--- config.mk ---
export PLATFORM = sky130hd
export DESIGN_NAME = addr_pattern_bist
export DESIGN_NICKNAME = d
export VERILOG_FILES = /design/src/rtl/addr_pattern_bist.sv
export SDC_FILE = /design/constraint.sdc
export NUM_CORES = 1
export LEC_CHECK = 0
export BUFFER_PORTS_ARGS = -buffer_cell sky130_fd_sc_hd__buf_4
export CORE_MARGIN = 1.5
export CORE_UTILIZATION = 40
export DETAILED_ROUTE_END_ITERATION = 12
export PLACE_DENSITY = 0.63
export SLEW_MARGIN = 30
export SYNTH_ARGS = -nofsm -noshare
export SYNTH_HDL_FRONTEND = slang
export SYNTH_SLANG_ARGS = --single-unit
--- constraint.sdc ---
create_clock -name clk -period 2.5 [get_ports clk]
set_input_delay 0.25 -clock clk [delete_from_list [all_inputs] [get_ports clk]]
set_output_delay 0.25 -clock clk [all_outputs]
set_load 0.01 [all_outputs]
--- src/rtl/addr_pattern_bist.sv ---
module addr_pattern_bist #(
  parameter int ADDR_W        = 32,
  parameter int ERR_W         = 16,
  parameter int RD_BYTES      = 4,
  parameter int SETTLE_CYCLES = 10_000_000
) (
  input  logic                    clk,
  input  logic                    rst_n,
  input  logic                    start,
  input  logic [ADDR_W-1:0]       mem_size,
  output logic                    mem_req_valid,
  output logic                    mem_req_write,
  output logic [ADDR_W-1:0]       mem_req_addr,
  output logic [4:0]              mem_req_len,
  output logic [63:0]             mem_wdata,
  input  logic                    mem_ack,
  input  logic [RD_BYTES*8-1:0]   mem_rdata,
  output logic                    done,
  output logic                    pass,
  output logic [ERR_W-1:0]        err_count,
  output logic [ADDR_W-1:0]       first_fail_addr
);
  localparam int RDW   = RD_BYTES * 8;
  localparam int RD_N  = 8 / RD_BYTES;
  localparam int SUB_W = (RD_N > 1) ? $clog2(RD_N) : 1;
  localparam int CNT_W = $clog2(SETTLE_CYCLES + 1);
  localparam logic [ERR_W-1:0] ERR_MAX = {ERR_W{1'b1}};

  typedef enum logic [2:0] {S_IDLE, S_WR, S_SETTLE, S_RD, S_DONE} st_t;

  st_t               st;
  logic [ADDR_W-1:0] blk, end_q, ffa_q;
  logic [SUB_W-1:0]  sub;
  logic [CNT_W-1:0]  cnt;
  logic              bad_q;
  logic [ERR_W-1:0]  err_q;
  logic [31:0]       a32;
  logic [63:0]       pat;
  logic [RDW-1:0]    exp_chunk;
  logic              busy, at_end, last_sub, miss;

  assign busy      = (st == S_WR) || (st == S_SETTLE) || (st == S_RD);
  assign at_end    = (blk == end_q);
  assign last_sub  = (sub == SUB_W'(RD_N - 1));
  assign a32       = 32'(blk);
  assign pat       = {~a32, a32};
  assign exp_chunk = pat[63 - RDW*int'(sub) -: RDW];
  assign miss      = (mem_rdata != exp_chunk);

  assign mem_req_valid = ((st == S_WR) || (st == S_RD)) && !at_end;
  assign mem_req_write = (st == S_WR);
  assign mem_req_addr  = (st == S_RD) ? blk + ADDR_W'(int'(sub) * RD_BYTES) : blk;
  assign mem_req_len   = (st == S_WR) ? 5'd8 : 5'(RD_BYTES);
  assign mem_wdata     = pat;

  assign done            = (st == S_DONE);
  assign pass            = done && (err_q == '0);
  assign err_count       = err_q;
  assign first_fail_addr = ffa_q;

  always_ff @(posedge clk) begin
    if (!rst_n) begin
      st    <= S_IDLE;
      blk   <= '0;
      end_q <= '0;
      sub   <= '0;
      cnt   <= '0;
      bad_q <= 1'b0;
      err_q <= '0;
      ffa_q <= '0;
    end else begin
      case (st)
        S_IDLE, S_DONE: if (start) begin
          st    <= S_WR;
          blk   <= '0;
          end_q <= mem_size & ~ADDR_W'(7);
          sub   <= '0;
          bad_q <= 1'b0;
          err_q <= '0;
          ffa_q <= '0;
        end
        S_WR: begin
          if (at_end) begin
            st  <= S_SETTLE;
            cnt <= '0;
          end else if (mem_ack) begin
            blk <= blk + ADDR_W'(8);
          end
        end
        S_SETTLE: begin
          if (cnt >= CNT_W'(SETTLE_CYCLES - 1)) begin
            st  <= S_RD;
            blk <= '0;
            sub <= '0;
          end else begin
            cnt <= cnt + 1'b1;
          end
        end
        S_RD: begin
          if (at_end) begin
            st <= S_DONE;
          end else if (mem_ack) begin
            if (last_sub) begin
              sub   <= '0;
              bad_q <= 1'b0;
              blk   <= blk + ADDR_W'(8);
              if (bad_q || miss) begin
                if (err_q != ERR_MAX) err_q <= err_q + 1'b1;
                if (err_q == '0) ffa_q <= blk;
              end
            end else begin
              sub   <= sub + 1'b1;
              bad_q <= bad_q || miss;
            end
          end
        end
        default: st <= S_IDLE;
      endcase
    end
  end


  req_hold_chk: assert property (@(posedge clk) disable iff (!rst_n)
    mem_req_valid && !mem_ack |=> mem_req_valid && $stable(mem_req_addr) && $stable(mem_req_write));


  req_range_chk: assert property (@(posedge clk) disable iff (!rst_n)
    mem_req_valid |-> mem_req_addr < end_q);


  err_monotonic_chk: assert property (@(posedge clk) disable iff (!rst_n)
    busy |=> err_q >= $past(err_q));


  err_sat_chk: assert property (@(posedge clk) disable iff (!rst_n)
    busy && err_q == ERR_MAX |=> err_q == ERR_MAX);


  done_hold_chk: assert property (@(posedge clk) disable iff (!rst_n)
    done && !start |=> done && $stable(err_count) && $stable(first_fail_addr));
endmodule

# == Word-level counts from Yosys, hierarchy flattened ==
# Index checks and enable logic that the tools add are counted.
# classes
n_addsub,6
magnitude_cmp,1
eq_ne,20
n_shift,1
mux,41
bitwise,1
n_reduce_logical,20
# op_table
operator,n
32-bit two-way mux,13
32-bit case mux with 4 select lines,1
16-bit two-way mux,6
95-bit by 7-bit variable part select with 32-bit output,1
32-bit case mux with 2 select lines,1
24-bit two-way mux,2
24-bit case mux with 2 select lines,1
32-bit by 3-bit adder with 32-bit output,1
"32-bit by 4-bit adder with 32-bit output, second input constant",1
32-bit equality test,1
32-bit != test,1
32-bit inverter,1
16-bit case mux with 2 select lines,1
"24-bit by 1-bit adder with 24-bit output, second input constant",1
"24-bit greater-or-equal comparator, second input constant",1
"16-bit by 1-bit adder with 16-bit output, second input constant",1
16-bit zero test,1
"16-bit != test, second input constant",1
"2-bit != test, second input constant",7
7-bit AND reduction,2
3-bit two-way mux,4
"2-bit by 1-bit != test with 1-bit output, second input constant",6
3-bit case mux with 4 select lines,1
1-bit two-way mux,8
other kinds (21),26
# totals
reg_bits,138
in_bits,68
output_inout_bits,153
elab_cells,98

# == Depth between registers and ports, before layout ==
# Gate-level depths: netlist of the first run.
# logic_depth
depth_word,9
mapped_depth,10
mapped_depth_nobuf,9

# == Worst setup path after synthesis of the first run ==
# No wires, ideal clock.
# synth_path
kind,register to register
start,"register blk[24], in the netlist a32[24]"
end,"register ffa_q[7], in the netlist first_fail_addr[7]"
setup_ps,126
arrival_ps,2355
required_time_ps,2374
setup_slack_ps,19
stages_incl_launch_ff,11
path_buffers,3
synth_period_minus_slack_ps,2481
path_cell_list,dfxtp_1 buf_6 xnor2_4 nand2_1 or4_4 a211o_4 o21ai_4 or3_1 buf_6 buf_12 o221ai_2
# synth_via
elab_chain_len,6
word_cells_on_any_way,8
cone_classes,eq/ne: 4; shift: 1; bitwise: 1; reduce/logical: 2
# synth_rtl
item,line_no,text
"start, declared",32,"logic [ADDR_W-1:0] blk, end_q, ffa_q;"
"start signal, assigned",87,blk <= blk + ADDR_W'(8);
"start signal, assigned",106,blk <= blk + ADDR_W'(8);
32-bit inverter,46,"assign pat = {~a32, a32};"
95-bit by 7-bit variable part select with 32-bit output,47,assign exp_chunk = pat[63 - RDW*int'(sub) -: RDW];
32-bit != test,48,assign miss = (mem_rdata != exp_chunk);
1-bit logical OR,107,if (bad_q || miss) begin
2-bit by 1-bit != test with 1-bit output (no line),-,
7-bit AND reduction (no line) *,-,
"end signal, assigned",109,if (err_q == '0) ffa_q <= blk;
"end, declared",32,
# Every way passes the cells marked *; elsewhere a longest branch is shown, timed or not.
# A chain may end at the register's enable or synchronous reset.

# == Worst setup path in the final report of the first run ==
# layout_path
start,"register blk[29], in the netlist a32[29]"
end,"register err_q[5], in the netlist err_count[5]"
# layout_via
elab_chain_len,6
word_cells_on_any_way,8
cone_classes,eq/ne: 4; shift: 1; bitwise: 1; reduce/logical: 2
# layout_rtl
item,line_no,text
32-bit inverter,46,
95-bit by 7-bit variable part select with 32-bit output,47,
32-bit != test,48,
1-bit logical OR,107,
2-bit by 1-bit != test with 1-bit output (no line),-,
7-bit AND reduction (no line) *,-,
"end signal, assigned",108,if (err_q != ERR_MAX) err_q <= err_q + 1'b1;
"end, declared",36,logic [ERR_W-1:0] err_q;
# Marked as above.

==> impl_metrics.json, run 1 <==
{
  "clkSinkCount": 133,
  "finalHoldViolCount": 0,
  "postSynthAreaPerCell_sq_um": 7.97,
  "grt_pass1_vias": 7797,
  "slew_violations": 0,
  "syn_area_sq_mm": 0.00798,
  "hp-class": "in2reg",
  "min_period_ns": 2.42,
  "nets": 1342,
  "busiest_layer": "met2",
  "die_area_sq_mm": 0.0208,
  "setup_ws_ns": 0.0758,
  "grt_max_degree": 59,
  "cp.arrival_ns": 2.78,
  "synth_top_area_cell": "dfxtp_1",
  "place_ws_ns": -0.0363,
  "antenna_found_initial": 0,
  "wl_microns": 29100,
  "dpl-instance-area_sq_mm": 0.0104,
  "critical_path.max_stage_delay_ns": 0.55,
  "relSlewSlack_pct": 52.7,
  "wl_per_cell_microns": 18.8,
  "synth-seq-cells": 133,
  "synth_area_leaders": "dfxtp_1 33%, nand3_1 5.6%, nand2_1 5.5%, xor2_1 5.0%, xnor2_1 4.7%",
  "cts-root-buf": "clkbuf_16",
  "die_y_microns": 144,
  "clkTransAtPathRegs_ns": 0.06,
  "yosysSeqAreaShare_pct": 33.4,
  "h-tree-depth": 4,
  "powerDensity_mw_per_mm2": 494,
  "cp_num_buf_inv": 2,
  "initial_utilization_pct": 40.9,
  "viasPerCell": 5.51,
  "max_freq_mhz": 413,
  "static-leakage-power_uw": 0.00460,
  "setup_viol": 0,
  "worstPathMaxFanout": 9,
  "io_pins": 221,
  "synth_async_sr_flop_share_pct": 0,
  "layout.cells.non_filler": 1547,
  "drc": 0,
  "status": "complete, no violations",
  "via_count": 8528,
  "post-route-period-util_pct": 97.0,
  "intPower_uw": 4060,
  "grt_pass1_wl_microns": 43400,
  "coreArea_sq_mm": 0.0195,
  "clock_power_share_pct": 48.8,
  "dpl.cell_count": 1510,
  "p_comb_share_pct": 12.0,
  "slowest_stage": "or4_4",
  "diodes": 0,
  "areaGrowthSynthToFinish_pct": 41.3,
  "die_w_microns": 144,
  "final_area_sq_mm": 0.0113,
  "synth_flop_cell": "dfxtp_1",
  "clk_latency_ns": 0.44,
  "rsz0062_at_grt": "yes",
  "seqCellArea_sq_mm": 0.00268,
  "crit_required_ns": 2.86,
  "endpoint_kind": "register",
  "placementRows": 51,
  "post-dp-hpwl_microns": 22300,
  "synth_edf_count": 0,
  "synth.distinct_cells": 76,
  "crit_chain": "buf_4 -> xnor2_4 -> nand2_2 -> or4_4 -> a211o_4 -> o21a_4 -> buf_12 -> a31o_2 -> a31oi_1",
  "overflow": 0,
  "swShare_pct": 27.0,
  "critPathKind": "reg2reg",
  "synth_warnings": 0,
  "synth_top_area_share_pct": 33.4,
  "peakVddDrop_v": 0.000484,
  "start_kind": "register",
  "clk_path_buf_depth": 2,
  "pwr-share-seq_pct": 39.3,
  "drt-initial-drc-count": 528,
  "syn_inst": 1002,
  "gr-usage-all-layers_pct": 27.5,
  "ctsHoldBuffers": 0,
  "met1_usage_pct": 33.7,
  "layout-drive-gt1-share_pct": 35.6,
  "multi_input_area_sq_mm": 0.00483,
  "final_common_cell": "buf_4",
  "port_buffers": 206,
  "place.gp.congestion": 0.959,
  "use_met2_pct": 47.2,
  "fin_hold_ws_ns": 0.0550,
  "tightest_slew_ns": 0.706,
  "cts_tree": "built",
  "path_delay_family": "compound AO/OA/AOI/OAI gates",
  "layout_common_cells": "336 x buf_4, 123 x dfxtp_1, 117 x nand2_1, 90 x nand3_1, 73 x a21oi_1",
  "firstDrtPassIters": 5,
  "n_fill_cell": 1873,
  "cts_buffers": 17,
  "skew_ns": 0.0147,
  "postRouteAntennaNets": 0,
  "switching_power_uw": 1510,
  "drv_cap": 0,
  "grt_use_met3_pct": 5.07
}
==> state kept, by name, indices dropped and copies added, names as in the netlist <==
register	flops
a32	29
bad_q	1
cnt	24
end_q	29
err_count	16
first_fail_addr	30
last_sub	1
st	3
==> metal layers <==
layer,up-vias,wire length [microns]
met5,-,0
met1,4059,12100
met4,0,1010
met2,330,14100
met3,55,1790
li1,4084,-
==> Yosys cell counts, types with 20 or more instances <==
cell type  instances
xor2_1            46
nand3_1           90
xnor2_1           43
inv_1             43
o21ai_0           27
nor3_1            21
clkbuf_1          57
or3_1             23
buf_4             21
a21oi_1           74
nor2_1            58
dfxtp_1          133
nand2_1          118
o221ai_2          20
==> through the flow <==
stage / power [uW] / setup TNS [ns] / util, %
finish: 5570 / 0 / 57.8
global placement: 2840 / 0 / 53.1
CTS: 5560 / 0 / 56.6
detailed placement: 2850 / -0.241 / 53.1
global route: 5740 / -0.0214 / 57.8
floorplan: 2580 / 0 / -
==> final timing paths <==
kind	start	to	slack, ns	depth (start not counted)
setup / recovery	a32[29]	err_count[5]	0.08	9
hold / removal	mem_size[14]	end_q[14]	0.05	3
setup reg to reg	a32[29]	err_count[5]	0.08	9
hold reg to reg	end_q[16]	end_q[16]	0.47	2
==> cell type report <==
type	instances	area share, %
Multi-Input combinational cell	731	42.8
Sequential cell	133	23.7
Timing Repair Buffer	343	23.5
Clock buffer	18	3.89
Tap cell	265	2.94
Clock inverter	14	1.68
Inverter	43	1.43
==> power by group through the flow <==
| stage | Sequential, uW | Combinational (uW) | Clock, uW |
|---|---|---|---|
| floorplan | 2230 | 355 | 0 |
| global placement | 2230 | 611 | 0 |
| detailed placement | 2230 | 616 | 0 |
| CTS | 2190 | 627 | 2750 |
| global route | 2190 | 721 | 2830 |
| finish | 2190 | 667 | 2720 |
==> worst register-to-register path, delay by kind of cell (launching register included) <==
kind | cells | cell delay (ns)
buffers and inverters | 2 | 0.29
flip-flops | 1 | 0.31
XOR/XNOR | 1 | 0.15
AND/OR/NAND/NOR | 2 | 0.61
AO/OA/AOI/OAI | 4 | 0.98
==> repair_timing <==
action / in CTS / in global routing
cloned: 0 / 1
setup endpoints to repair: 33 / 65
pin swaps: 0 / 10
resized for setup: 10 / 33
setup buffers: 0 / 4
==> kinds of logic after synthesis <==
group,Yosys count,share of synthesized area (%)
mux,4,0.502
compound gates,219,20.5
flops,133,33.4
simple gates,400,25.3
xor+xnor,91,10.5
buf+inv,148,9.03
other cells,2,0.0941
fa+ha+maj,5,0.784
No activity file was read; power rests on OpenSTA's default activity.
==> run 2: changes to the inputs <==
--- a/config.mk
+++ b/config.mk
@@ -6,7 +6,7 @@
 export NUM_CORES = 1
 export LEC_CHECK = 0
 export BUFFER_PORTS_ARGS = -buffer_cell sky130_fd_sc_hd__buf_4
-export CORE_MARGIN = 1.5
+export CORE_ASPECT_RATIO = 0.9
 export CORE_UTILIZATION = 40
 export DETAILED_ROUTE_END_ITERATION = 12
 export PLACE_DENSITY = 0.63
==> run 2 against run 1 <==
Clock-buffer cell count down 1. Die area down 1.4%. Largest cell class unchanged. Sequential power about the same. Critical path depth down 1. Worst hold slack better by 0.011 ns.
==> impl_metrics.json, run 2 (synthesized netlist as in run 1, its figures left out) <==
{
  "status": "complete, no violations",
  "endpoint_kind": "primary output",
  "largest_reg_flops": 30,
  "post-dp-hpwl_microns": 21600,
  "static-leakage-power_uw": 0.00455,
  "overflow": 0,
  "cp.arrival_ns": 2.20,
  "start_kind": "register",
  "cts-root-buf": "clkbuf_16",
  "crit-reg2reg-capture": "first_fail_addr[5]",
  "critPathKind": "reg2out",
  "slowest_stage": "dfxtp_2",
  "slew_violations": 0,
  "layout_common_cells": "328 x buf_4, 122 x dfxtp_1, 118 x nand2_1, 90 x nand3_1, 73 x a21oi_1",
  "drt-initial-drc-count": 570,
  "finalHoldViolCount": 0,
  "grt_pass1_wl_microns": 43100,
  "die_y_microns": 136,
  "cp_num_buf_inv": 3,
  "wl_microns": 28800,
  "areaGrowthSynthToFinish_pct": 40.4,
  "nets": 1335,
  "r2r_start": "a32[29]",
  "critical_path.max_stage_delay_ns": 0.35,
  "port_buffers": 206,
  "drv_cap": 0,
  "h-tree-depth": 4,
  "drc": 0,
  "die_area_sq_mm": 0.0205,
  "initial_utilization_pct": 41.3,
  "clk_path_buf_depth": 2,
  "layout-drive-gt1-share_pct": 35.8,
  "min_from": "mem_size[23]",
  "reg2reg_slack_ns": 0.07,
  "path_delay_family": "simple AND/OR/NAND/NOR gates",
  "peakVddDrop_v": 0.000512,
  "crit_chain": "buf_4 -> xor2_1 -> nor4_2 -> nand4_1 -> nor2_2 -> buf_4 -> nor2_1 -> buf_4",
  "ctsHoldBuffers": 0,
  "clkTransAtPathRegs_ns": 0.06,
  "setup_ws_ns": 0.0472,
  "place.gp.congestion": 0.936,
  "cts_buffers": 17,
  "post-route-period-util_pct": 98.1,
  "wl_per_cell_microns": 18.9,
  "viasPerCell": 5.65,
  "holdPathStages": 3,
  "rr_worst_depth": 9,
  "tightest_slew_ns": 0.581,
  "coreArea_sq_mm": 0.0193,
  "io_pins": 221,
  "final_common_cell": "buf_4",
  "place_ws_ns": -0.112,
  "setup_tns_ns": 0,
  "fin_hold_ws_ns": 0.0656,
  "diodes": 0,
  "rsz0062_at_grt": "yes",
  "grt_max_degree": 60,
  "min_period_ns": 2.45,
  "postRouteAntennaNets": 0,
  "powerDensity_mw_per_mm2": 477,
  "placementRows": 48,
  "final_util_pct": 57.9,
  "final_area_sq_mm": 0.0112,
  "dpl-instance-area_sq_mm": 0.0103,
  "firstDrtPassIters": 5,
  "crit_required_ns": 2.25,
  "gr-usage-all-layers_pct": 27.5,
  "setup_viol": 0,
  "clkSinkCount": 133,
  "worstPathMaxFanout": 7,
  "cp_common_cell": "buf_4",
  "die_w_microns": 151,
  "skew_ns": 0.0120,
  "clk_latency_ns": 0.43,
  "antenna_found_initial": 0,
  "relSlewSlack_pct": 61.1,
  "cts_tree": "built",
  "max_freq_mhz": 408,
  "hold_path_end": "end_q[23]",
  "via_count": 8622,
  "hp-class": "in2reg",
  "grt_pass1_vias": 7917
}
==> run 2: changes by cell type in the layout (fill, tap and decap cells not counted), sizes merged <==
cell	delta
clkinv	+3
clkinvlp	+1
bufinv	-2
clkbuf	-1
inv	-1
buf	-7
==> run 2: final cells by class <==
type                       count  area [sq um]
timing repair buffer         336          2590
tap                          250           313
clock buffer                  17           425
clock inverter                15           141
inverter                      43           161
multi-input combinational    731          4890
sequential                   133          2680
fill                        1812          8130
==> run 2: worst max path at each step <==
stage / slack [ns] / end / from / cells past startpoint
2_1_floorplan: 0.02 / first_fail_addr[7] / a32[24] / 10
3_3_place_gp: -0.09 / first_fail_addr[7] / mem_rdata[31] / 8
3_5_place_dp: -0.11 / first_fail_addr[14] / mem_rdata[31] / 8
4_1_cts: 0.01 / mem_req_valid / a32[31] / 8
5_1_grt: -0.02 / cnt[11] / end_q[27] / 9
6_report: 0.05 / mem_req_valid / a32[7] / 8
==> run 2: layer usage <==
metal | GRT usage, % | share of wire (%) | vias to the layer above
met5 | 0 | 0 | -
met4 | 11.5 | 3.1 | 0
met3 | 4.23 | 7.5 | 60
met2 | 45.9 | 48 | 374
met1 | 35.1 | 42 | 4129
li1 | - | - | 4059
==> run 2: timing repair <==
| action | in CTS | in global routing |
|---|---|---|
| gates cloned | 0 | 1 |
| pin swaps | 1 | 11 |
| setup endpoints to repair | 42 | 59 |
| resized for setup | 16 | 38 |
| buffers inserted | 0 | 5 |
==> run 2: per-stage QoR <==
step	total power [uW]	std cells
after floorplan	2580	1012
after global placement	2850	1487
after detailed placement	2850	1487
after CTS	5340	1519
after global routing	5510	1525
final	5340	1525
==> run 2: power by group <==
part	internal (uW)	switching, uW
Clock	1390	1090
Sequential	2160	27.1
Combinational	283	396
==> run 2: worst min-delay path, cell delays in order <==
cell and delay, ns:
buf_4 0.11, nand2_1 0.04, a21oi_1 0.05
==> run 3: changes to the inputs <==
==> constraint.sdc (replaced) <==
create_clock -name clk -period 2.5 [get_ports clk]
set_input_delay 0.125 -clock clk [delete_from_list [all_inputs] [get_ports clk]]
set_output_delay 0.125 -clock clk [all_outputs]
set_load 0.01 [all_outputs]
==> run 3 against run 2 <==
Via count hardly changed. Global-route usage is 0.61 points higher. Worst setup slack worse by 0.016 ns. Total power is 0.96% higher. Routed wire length is 0.64% higher. Critical path type is now reg2reg. Highest routed layer unchanged.
==> impl_metrics.json, run 3 (synthesized netlist as in run 1, its figures left out) <==
{
  "status": "complete, no violations",
  "port_buffers": 206,
  "drt-initial-drc-count": 563,
  "cp.arrival_ns": 2.83,
  "post-route-period-util_pct": 98.7,
  "tightest_slew_ns": 0.686,
  "switching_power_uw": 1510,
  "finalHoldViolCount": 0,
  "areaGrowthSynthToFinish_pct": 42.2,
  "wl_microns": 29000,
  "largest_reg_flops": 30,
  "min_from": "start",
  "gr-usage-all-layers_pct": 28.1,
  "final_area_sq_mm": 0.0114,
  "via_count": 8614,
  "antenna_found_initial": 0,
  "post-dp-hpwl_microns": 21900,
  "min_period_ns": 2.47,
  "wl_per_cell_microns": 18.9,
  "skew_ns": 0.0106,
  "cts_tree": "built",
  "setup_viol": 0,
  "endpoint_kind": "register",
  "setup_tns_ns": 0,
  "rsz0062_at_grt": "yes",
  "r2r_start": "a32[29]",
  "die_w_microns": 151,
  "clk_path_buf_depth": 2,
  "slew_violations": 0,
  "start_kind": "register",
  "max_freq_mhz": 405,
  "viasPerCell": 5.60,
  "grt_max_degree": 61,
  "place.gp.congestion": 0.944,
  "crit_required_ns": 2.86,
  "h-tree-depth": 4,
  "relSlewSlack_pct": 54.0,
  "swShare_pct": 28.1,
  "die_y_microns": 136,
  "drv_cap": 0,
  "initial_utilization_pct": 41.3,
  "hold_path_end": "st[2]",
  "critPathKind": "reg2reg",
  "powerDensity_mw_per_mm2": 475,
  "intPower_uw": 3880,
  "coreArea_sq_mm": 0.0193,
  "crit-reg2reg-capture": "err_count[5]",
  "drc": 0,
  "final_common_cell": "buf_4",
  "pwr-share-seq_pct": 40.5,
  "postRouteAntennaNets": 0,
  "overflow": 0,
  "layout_common_cells": "311 x buf_4, 125 x dfxtp_1, 118 x nand2_1, 90 x nand3_1, 73 x a21oi_1",
  "static-leakage-power_uw": 0.00458,
  "rr_worst_depth": 9,
  "hp-class": "in2reg",
  "worstPathMaxFanout": 11,
  "io_pins": 221,
  "layout-drive-gt1-share_pct": 33.7,
  "grt_pass1_wl_microns": 43700,
  "finalPower_uw": 5390,
  "holdPathStages": 4,
  "die_area_sq_mm": 0.0205,
  "nets": 1349,
  "firstDrtPassIters": 5,
  "p_comb_share_pct": 13.0,
  "cts-root-buf": "clkbuf_16",
  "grt_pass1_vias": 8017,
  "clock_power_share_pct": 46.5,
  "reg2reg_slack_ns": 0.03,
  "peakVddDrop_v": 0.000452,
  "placementRows": 48,
  "clkTransAtPathRegs_ns": 0.06,
  "diodes": 0,
  "n_fill_cell": 1764,
  "clkSinkCount": 133,
  "clk_latency_ns": 0.43,
  "dpl-instance-area_sq_mm": 0.0103,
  "cts_buffers": 17
}
-- run 3: critical path: stages (launching register included) --
cell and delay, ns:
dfxtp_2 0.33, buf_6 0.12, xnor2_4 0.18, nand2_1 0.08, or4_4 0.54, a211o_4 0.39
o21a_2 0.26, buf_12 0.15, a31o_2 0.20, a31oi_1 0.15
-- run 3: per-layer routing --
layer,track usage (%),up-vias,share of wire [%]
met4,11.3,0,3.3
li1,-,4091,-
met1,34.7,4093,41
met3,6.44,54,8.3
met2,47.0,376,47
met5,0,-,0
-- run 3: stage by stage --
stage | cells | worst slack [ns] | hold slack (ns) | util, %
detailed placement | 1475 | -0.0678 | 0.384 | 53.1
CTS | 1536 | 0.0000568 | 0.0179 | 57.8
global placement | 1475 | -0.0633 | 0.377 | 53.1
global route | 1539 | -0.0962 | 0.0491 | 58.7
finish | 1539 | 0.0316 | 0.0180 | 58.7
floorplan | 1012 | 0.0195 | 0.261 | -
-- run 3: cell type report --
| cell class | instances | area [sq um] | area share [%] |
|---|---|---|---|
| Inverter | 43 | 165 | 1.46 |
| Tap cell | 250 | 313 | 2.76 |
| Clock buffer | 18 | 439 | 3.87 |
| Clock inverter | 14 | 143 | 1.26 |
| Multi-Input combinational cell | 731 | 4810 | 42.4 |
| Sequential cell | 133 | 2670 | 23.5 |
| Timing Repair Buffer | 350 | 2810 | 24.7 |
-- run 3: worst max-delay path by stage --
stage	from	end	cells past startpoint
floorplan	a32[24]	first_fail_addr[7]	10
global placement	a32[31]	err_count[5]	8
detailed placement	a32[31]	first_fail_addr[15]	8
CTS	a32[29]	err_count[5]	9
global route	a32[29]	err_count[5]	9
finish	a32[29]	err_count[5]	9
-- run 3: timing repair --
action | CTS | global route
hold buffers | 29 | 0
gates resized for setup | 6 | 37
endpoints found under the hold margin | 29 | 0
pin swaps | 0 | 6
buffers inserted | 0 | 3
endpoints found under the setup margin | 36 | 69
-- run 3: power by group through the flow --
stage | logic, uW | clock network (uW) | registers, uW
floorplan | 355 | 0 | 2230
global placement | 621 | 0 | 2230
detailed placement | 627 | 0 | 2230
CTS | 670 | 2540 | 2190
global route | 756 | 2630 | 2190
finish | 700 | 2510 | 2190
